File: src/rtl/lwt_pkg.sv
package lwt_pkg;

    typedef enum logic {
        MEAS_HIGH = 1'b0,
        MEAS_LOW  = 1'b1
    } meas_e;

    typedef struct packed {
        logic rise;
        logic fall;
    } edge_t;

endpackage

File: src/rtl/lwt_infilt.sv
module lwt_infilt
    import lwt_pkg::*;
(
    input  logic  clk_i,
    input  logic  rst_ni,
    input  logic  pin_i,
    input  logic  nf_en_i,
    output edge_t edge_o
);

    typedef struct packed {
        logic s1;
        logic s2;
        logic smp;
        logic lvl;
        logic prev;
    } flt_t;

    flt_t q, d;

    always_comb begin
        d      = q;
        d.s1   = pin_i;
        d.s2   = q.s1;
        d.smp  = q.s2;
        // with the filter on, a level is taken only once two samples agree
        if (!nf_en_i || (q.s2 == q.smp)) begin
            d.lvl = q.s2;
        end
        d.prev = q.lvl;
    end

    always_ff @(posedge clk_i or negedge rst_ni) begin
        if (!rst_ni) begin
            q <= '0;
        end else begin
            q <= d;
        end
    end

    assign edge_o.rise = q.lvl & ~q.prev;
    assign edge_o.fall = ~q.lvl & q.prev;

    // with filtering on, the level only moves after two agreeing samples
    p_filter_stable_r9: assert property (@(posedge clk_i) disable iff (!rst_ni)
        ($past(nf_en_i) && (q.lvl != $past(q.lvl))) |-> $past(q.s2 == q.smp));

endmodule

File: src/rtl/lwt_presc.sv
module lwt_presc #(
    parameter int PS_W = 4
) (
    input  logic            clk_i,
    input  logic            rst_ni,
    input  logic            clr_i,
    input  logic [PS_W-1:0] sel_i,
    output logic            tick_o
);

    localparam int DIV_W = (1 << PS_W) - 1;

    logic [DIV_W-1:0] div_q, div_d, mask;

    always_comb begin
        mask  = (DIV_W'(1) << sel_i) - DIV_W'(1);
        div_d = clr_i ? '0 : div_q + DIV_W'(1);
    end

    always_ff @(posedge clk_i or negedge rst_ni) begin
        if (!rst_ni) begin
            div_q <= '0;
        end else begin
            div_q <= div_d;
        end
    end

    assign tick_o = ((div_q & mask) == mask);

    // right after a phase restart a tick is present only for divide-by-one
    p_phase_restart_r3: assert property (@(posedge clk_i) disable iff (!rst_ni)
        ($past(clr_i) && $stable(sel_i)) |-> (tick_o == (sel_i == '0)));

endmodule

File: src/rtl/lwt_core.sv
module lwt_core
    import lwt_pkg::*;
#(
    parameter int CNT_W = 16
) (
    input  logic             clk_i,
    input  logic             rst_ni,
    input  logic             start_i,
    input  logic             stop_i,
    input  meas_e            meas_i,
    input  edge_t            edge_i,
    input  logic             tick_i,
    output logic             start_ev_o,
    output logic             en_o,
    output logic [CNT_W-1:0] cnt_o,
    output logic [CNT_W-1:0] cap_o,
    output logic             ovf_o,
    output logic             irq_o
);

    localparam logic [CNT_W-1:0] CNT_MAX = '1;

    typedef struct packed {
        logic             en;
        logic             run;
        logic             wrap;
        logic             ovf;
        logic             irq;
        logic [CNT_W-1:0] cnt;
        logic [CNT_W-1:0] cap;
    } core_t;

    core_t q, d;
    logic  start_ev, cap_ev;

    always_comb begin
        start_ev = (meas_i == MEAS_LOW) ? edge_i.fall : edge_i.rise;
        cap_ev   = (meas_i == MEAS_LOW) ? edge_i.rise : edge_i.fall;

        d     = q;
        d.irq = 1'b0;
        if (stop_i) begin
            d.en  = 1'b0;
            d.run = 1'b0;
        end else if (start_i) begin
            d.en  = 1'b1;
            d.run = 1'b0;
        end else if (q.en) begin
            if (start_ev) begin
                d.cnt  = '0;
                d.run  = 1'b1;
                d.wrap = 1'b0;
            end else if (q.run && cap_ev) begin
                d.cap = q.cnt;
                d.ovf = q.wrap;
                d.irq = 1'b1;
                d.run = 1'b0;
            end else if (q.run && tick_i) begin
                d.cnt = q.cnt + 1'b1;
                if (q.cnt == CNT_MAX) begin
                    d.wrap = 1'b1;
                end
            end
        end
    end

    always_ff @(posedge clk_i or negedge rst_ni) begin
        if (!rst_ni) begin
            q <= '0;
        end else begin
            q <= d;
        end
    end

    assign start_ev_o = start_ev;
    assign en_o       = q.en;
    assign cnt_o      = q.cnt;
    assign cap_o      = q.cap;
    assign ovf_o      = q.ovf;
    assign irq_o      = q.irq;

    // a start strobe enables the channel and leaves it waiting
    p_start_arms_r2: assert property (@(posedge clk_i) disable iff (!rst_ni)
        (start_i && !stop_i) |=> (q.en && !q.run));

    // a beginning edge while enabled restarts the count from zero
    p_start_clear_r3: assert property (@(posedge clk_i) disable iff (!rst_ni)
        (q.en && start_ev && !start_i && !stop_i) |=> (q.cnt == '0 && q.run));

    // interrupt lasts exactly one clock
    p_irq_pulse_r5: assert property (@(posedge clk_i) disable iff (!rst_ni)
        q.irq |=> !q.irq);

    // the captured value equals the count at capture
    p_cap_match_r5: assert property (@(posedge clk_i) disable iff (!rst_ni)
        q.irq |-> (q.cap == q.cnt));

    // counter frozen while not running and no restart
    p_frozen_r6: assert property (@(posedge clk_i) disable iff (!rst_ni)
        (!q.run && !start_ev) |=> $stable(q.cnt));

    // overflow flag reflects the wrap state seen at capture
    p_ovf_rewrite_r7: assert property (@(posedge clk_i) disable iff (!rst_ni)
        q.irq |-> (q.ovf == $past(q.wrap)));

    // stop disables and holds results
    p_stop_hold_r8: assert property (@(posedge clk_i) disable iff (!rst_ni)
        stop_i |=> (!q.en && $stable(q.ovf) && $stable(q.cnt) && $stable(q.cap)));

endmodule

File: src/rtl/lvl_width_timer.sv
module lvl_width_timer
    import lwt_pkg::*;
#(
    parameter int CNT_W = 16,
    parameter int PS_W  = 4
) (
    input  logic             clk_i,
    input  logic             rst_ni,
    input  logic             start_i,
    input  logic             stop_i,
    input  logic             meas_low_i,
    input  logic             nf_en_i,
    input  logic [PS_W-1:0]  presc_sel_i,
    input  logic             pin_i,
    output logic             enabled_o,
    output logic [CNT_W-1:0] count_o,
    output logic [CNT_W-1:0] capture_o,
    output logic             ovf_o,
    output logic             irq_o
);

    edge_t edge_w;
    logic  tick_w;
    logic  start_ev_w;
    meas_e meas_w;

    assign meas_w = meas_e'(meas_low_i);

    lwt_infilt u_filt (
        .clk_i   (clk_i),
        .rst_ni  (rst_ni),
        .pin_i   (pin_i),
        .nf_en_i (nf_en_i),
        .edge_o  (edge_w)
    );

    lwt_presc #(
        .PS_W (PS_W)
    ) u_presc (
        .clk_i  (clk_i),
        .rst_ni (rst_ni),
        .clr_i  (start_ev_w),
        .sel_i  (presc_sel_i),
        .tick_o (tick_w)
    );

    lwt_core #(
        .CNT_W (CNT_W)
    ) u_core (
        .clk_i      (clk_i),
        .rst_ni     (rst_ni),
        .start_i    (start_i),
        .stop_i     (stop_i),
        .meas_i     (meas_w),
        .edge_i     (edge_w),
        .tick_i     (tick_w),
        .start_ev_o (start_ev_w),
        .en_o       (enabled_o),
        .cnt_o      (count_o),
        .cap_o      (capture_o),
        .ovf_o      (ovf_o),
        .irq_o      (irq_o)
    );

    // outputs are quiet in the first clock after reset
    p_reset_quiet_r1: assert property (@(posedge clk_i) disable iff (!rst_ni)
        $rose(rst_ni) |-> (!irq_o && !ovf_o));

endmodule

File: config.mk
export PLATFORM = sky130hd
export DESIGN_NAME = lvl_width_timer
export DESIGN_NICKNAME = d
export VERILOG_FILES = /design/src/rtl/lwt_pkg.sv /design/src/rtl/lwt_infilt.sv /design/src/rtl/lwt_presc.sv /design/src/rtl/lwt_core.sv /design/src/rtl/lvl_width_timer.sv
export SDC_FILE = /design/constraint.sdc
export NUM_CORES = 1
export LEC_CHECK = 0
export ABC_AREA = 1
export ABC_CLOCK_PERIOD_IN_PS = 2170
export BUFFER_PORTS_ARGS = -buffer_cell sky130_fd_sc_hd__buf_2
export CORE_ASPECT_RATIO = 1.2
export CORE_MARGIN = 2
export CORE_UTILIZATION = 30
export CTS_CLUSTER_SIZE = 14
export DETAILED_ROUTE_END_ITERATION = 6
export SYNTH_ARGS = -nofsm -noshare
export SYNTH_HDL_FRONTEND = slang
export SYNTH_SLANG_ARGS = --single-unit
File: constraint.sdc
create_clock -name clk_i -period 2.17 [get_ports clk_i]
set_input_delay 0.217 -clock clk_i [delete_from_list [all_inputs] [get_ports clk_i]]
set_output_delay 0.217 -clock clk_i [all_outputs]
set_load 0.005 [all_outputs]
==> reports/results.txt <==
Status: finished clean
Number of vias per cell: 4.63
#FFs+latches synth: 57
TritonRoute pass-1 iters: 4
Core Box Area: 10600 um^2
Clk_lat worst skew: 0.33 ns
Post-layout util: 35.8%
Sequential area share after synthesis: 43.4%
Layout cells sized above 1: 18.3%
Fin nets: 475
Clock Skew: 0.00745 ns
Fin Setup TNS: 0 ns
R2r setup slk: 0.26 ns
Final setup viols: 0
GRT overflow: 0
# port buffers: 45
Area contributors post-synth: dfrtp_1 (43%), nand2_1 (13%), buf_4 (7.5%), nor2_1 (5.5%), inv_1 (5.0%)
H-tree depth: 3
Worst Reg-to-Reg Cells: 13
P&R area growth vs syn: 15.3%
Vias in the first global route: 2752
Hold Path Stages: 2
Initial core utilization: 31.1%
WL/cell: 12.6 um
WL final: 7490 um
N_diodes: 0
Avg Cell Area, Syn: 7.59 um^2
LEAKAGE: 1.95 nW
Die Y: 119 um
Final Worst Setup Slack: 0.260 ns
Pin count of the biggest net entering global routing: 30
Root Buffer: clkbuf_16
Core Rows: 41
Primary FF master, synth: dfrtp_1
Post-synthesis net count: 447
First-pass GRT wire length: 12900 um
Post-synth EDFFs: 0
Gr usage total: 13.9%
Die Width: 99.5 um
GPL Wtd Cong: 0.862
Slew headroom: 65.9%
Final ANT Viol Nets: 0
Peak VDD IR: 0.323 mV
Worst slack, placed: 0.0443 ns
Drt initial violations: 124
Final min period: 1.91 ns
RSZ-0062 raised after global routing: false
Full die area: 11800 um^2
Cell variety after synth: 33
Post-Syn Area: 3280 um^2
Startpoint class of the critical path: register
Class of the worst hold path: in -> reg
F_max: 524 MHz
# DRC: 0
Routed via count: 2751
CP max FO: 4
Critical Path RT: 2.41 ns
Fin. Hold Viols: 0
Slew Viols, Final: 0
Top-count cell post-synth: nand2_1
Measured slew at the worst slew-check pin: 0.512 ns
CTS clk-pin slew, worst paths: 0.05 ns
CTS tree: built
Clock sinks: 57
TritonCTS Buffers: 9
Gate Count Post-Synth: 433
Initial antenna violation count: 0
Synth area leader: dfrtp_1
CP Capture Type: register
# Max-Cap Violations: 0
IO Pins: 46
Critical path type: reg -> reg
Hold WS: 0.0908 ns
Ys Warns: 0
Asr flop ratio synth: 100%
Pwr dens: 876 nW/um^2
Synth top area share: 43.4%
Clk buf depth: 2
Hpwl dp: 5590 um
Most frequent cells after synthesis: nand2_1 (112), dfrtp_1 (57), nor2_1 (48), inv_1 (44), buf_4 (33)
Arrival time of the worst setup path: 2.15 ns
Crit share post-route: 88.0%
[stage by stage]
stage / power (mW) / cells / cell area [um^2]
6_report: 3.32 / 594 / 3790
5_1_grt: 3.51 / 594 / 3790
4_1_cts: 3.37 / 594 / 3780
3_5_place_dp: 1.84 / 577 / 3450
3_3_place_gp: 1.83 / 577 / 3450
2_1_floorplan: 1.71 / 433 / 3280
[critical path, stage by stage, from the launching register on]
cell	delay (ns)
dfrtp_1	0.39
ha_1	0.19
nand2_1	0.07
inv_1	0.07
nand3_1	0.11
nor2_2	0.14
nand2_1	0.08
nor2_2	0.12
nand2_1	0.13
nor2_1	0.11
nand3_1	0.12
nor2_1	0.11
nor2_1	0.04
nor3_1	0.14
[worst paths after layout]
check,from,to
max reg2reg,u_presc.div_q[0]$_DFF_PN0_,u_presc.div_q[14]$_DFF_PN0_
min in group asynchronous,rst_ni,u_presc.div_q[10]$_DFF_PN0_
max,u_presc.div_q[0]$_DFF_PN0_,u_presc.div_q[14]$_DFF_PN0_
min reg2reg,u_filt.d[3]$_DFF_PN0_,u_filt.d[2]$_DFF_PN0_
min,stop_i,u_core.en_o$_DFFE_PN0P_
max in group asynchronous,rst_ni,u_core.cap_o[3]$_DFFE_PN0P_
[where the power goes]
group / total, mW / switching, mW / internal [mW]
logic: 0.522 / 0.322 / 0.200
registers: 1.30 / 0.120 / 1.18
clock network: 1.50 / 0.473 / 1.03
total: 3.32 / 0.914 / 2.40
[cell type report]
type | count | area, um^2
fillers | 1103 | 6780
multi-input cells | 287 | 1380
clock inverters | 3 | 65.1
inverters | 48 | 180
flip-flops and latches | 57 | 1430
clock buffers | 12 | 246
well taps | 129 | 161
repair buffers | 58 | 328
[timing repair]
item / 4_1_cts / 5_1_grt
hold buffers: 2 / 0
setup endpoints to repair: 0 / 1
buffers inserted: 0 / 0
resized for setup: 0 / 2
hold endpoints to repair: 21 / 0
[cell families (layout without fill, tap and decap cells)]
| family | count (synthesis) | in the layout | share of synthesized area [%] |
|---|---|---|---|
| adder cells (fa/ha/maj) | 3 | 3 | 1.14 |
| flip-flops | 57 | 57 | 43.4 |
| buffers and inverters | 89 | 121 | 14.7 |
| XOR/XNOR | 11 | 11 | 2.93 |
| AO/OA/AOI/OAI | 50 | 50 | 8.11 |
| AND/OR/NAND/NOR | 223 | 223 | 29.6 |
[per-layer routing]
layer,part of all wire [%],track usage (%),wire length (um),up-vias
met5,0,0,0,-
met4,2.9,7.53,215,0
met3,4.0,3.13,298,13
met2,50,23.4,3720,59
met1,43,16.1,3260,1273
li1,-,-,-,1406
[cell usage in the layout, fill, tap and decap left out]
cell	count
o21ai_0	26
a21oi_1	11
clkinv_2	1
xor2_1	10
xnor2_1	1
o2111ai_1	1
nand2_1	112
nor2_1	46
nand4_1	7
nand3_2	1
buf_2	45
clkbuf_16	9
nand3_1	30
dlygate4sd3_1	2
nand4_4	1
nor2_2	6
and3_1	2
nand2_2	1
o21ai_1	7
inv_2	4
o21bai_1	1
or2_2	1
clkbuf_8	1
nand3b_1	1
dfrtp_1	57
inv_1	44
o211ai_1	2
clkbuf_1	2
bufinv_16	2
nor4_1	3
ha_1	3
o21ai_2	1
o22ai_1	1
nor3b_1	2
buf_4	11
nor3_1	9
nand2_4	1
[state kept, by name, summed over array words and instances, names as in the netlist]
signal,cells
u_core.ovf_o,1
u_filt.d,3
u_core.cnt_o,16
u_core.en_o,1
u_core.cap_o,16
u_presc.div_q,15
u_core.irq_o,1
u_filt.q,2
u_core.q,2
Power figures use the tool's default switching activity.
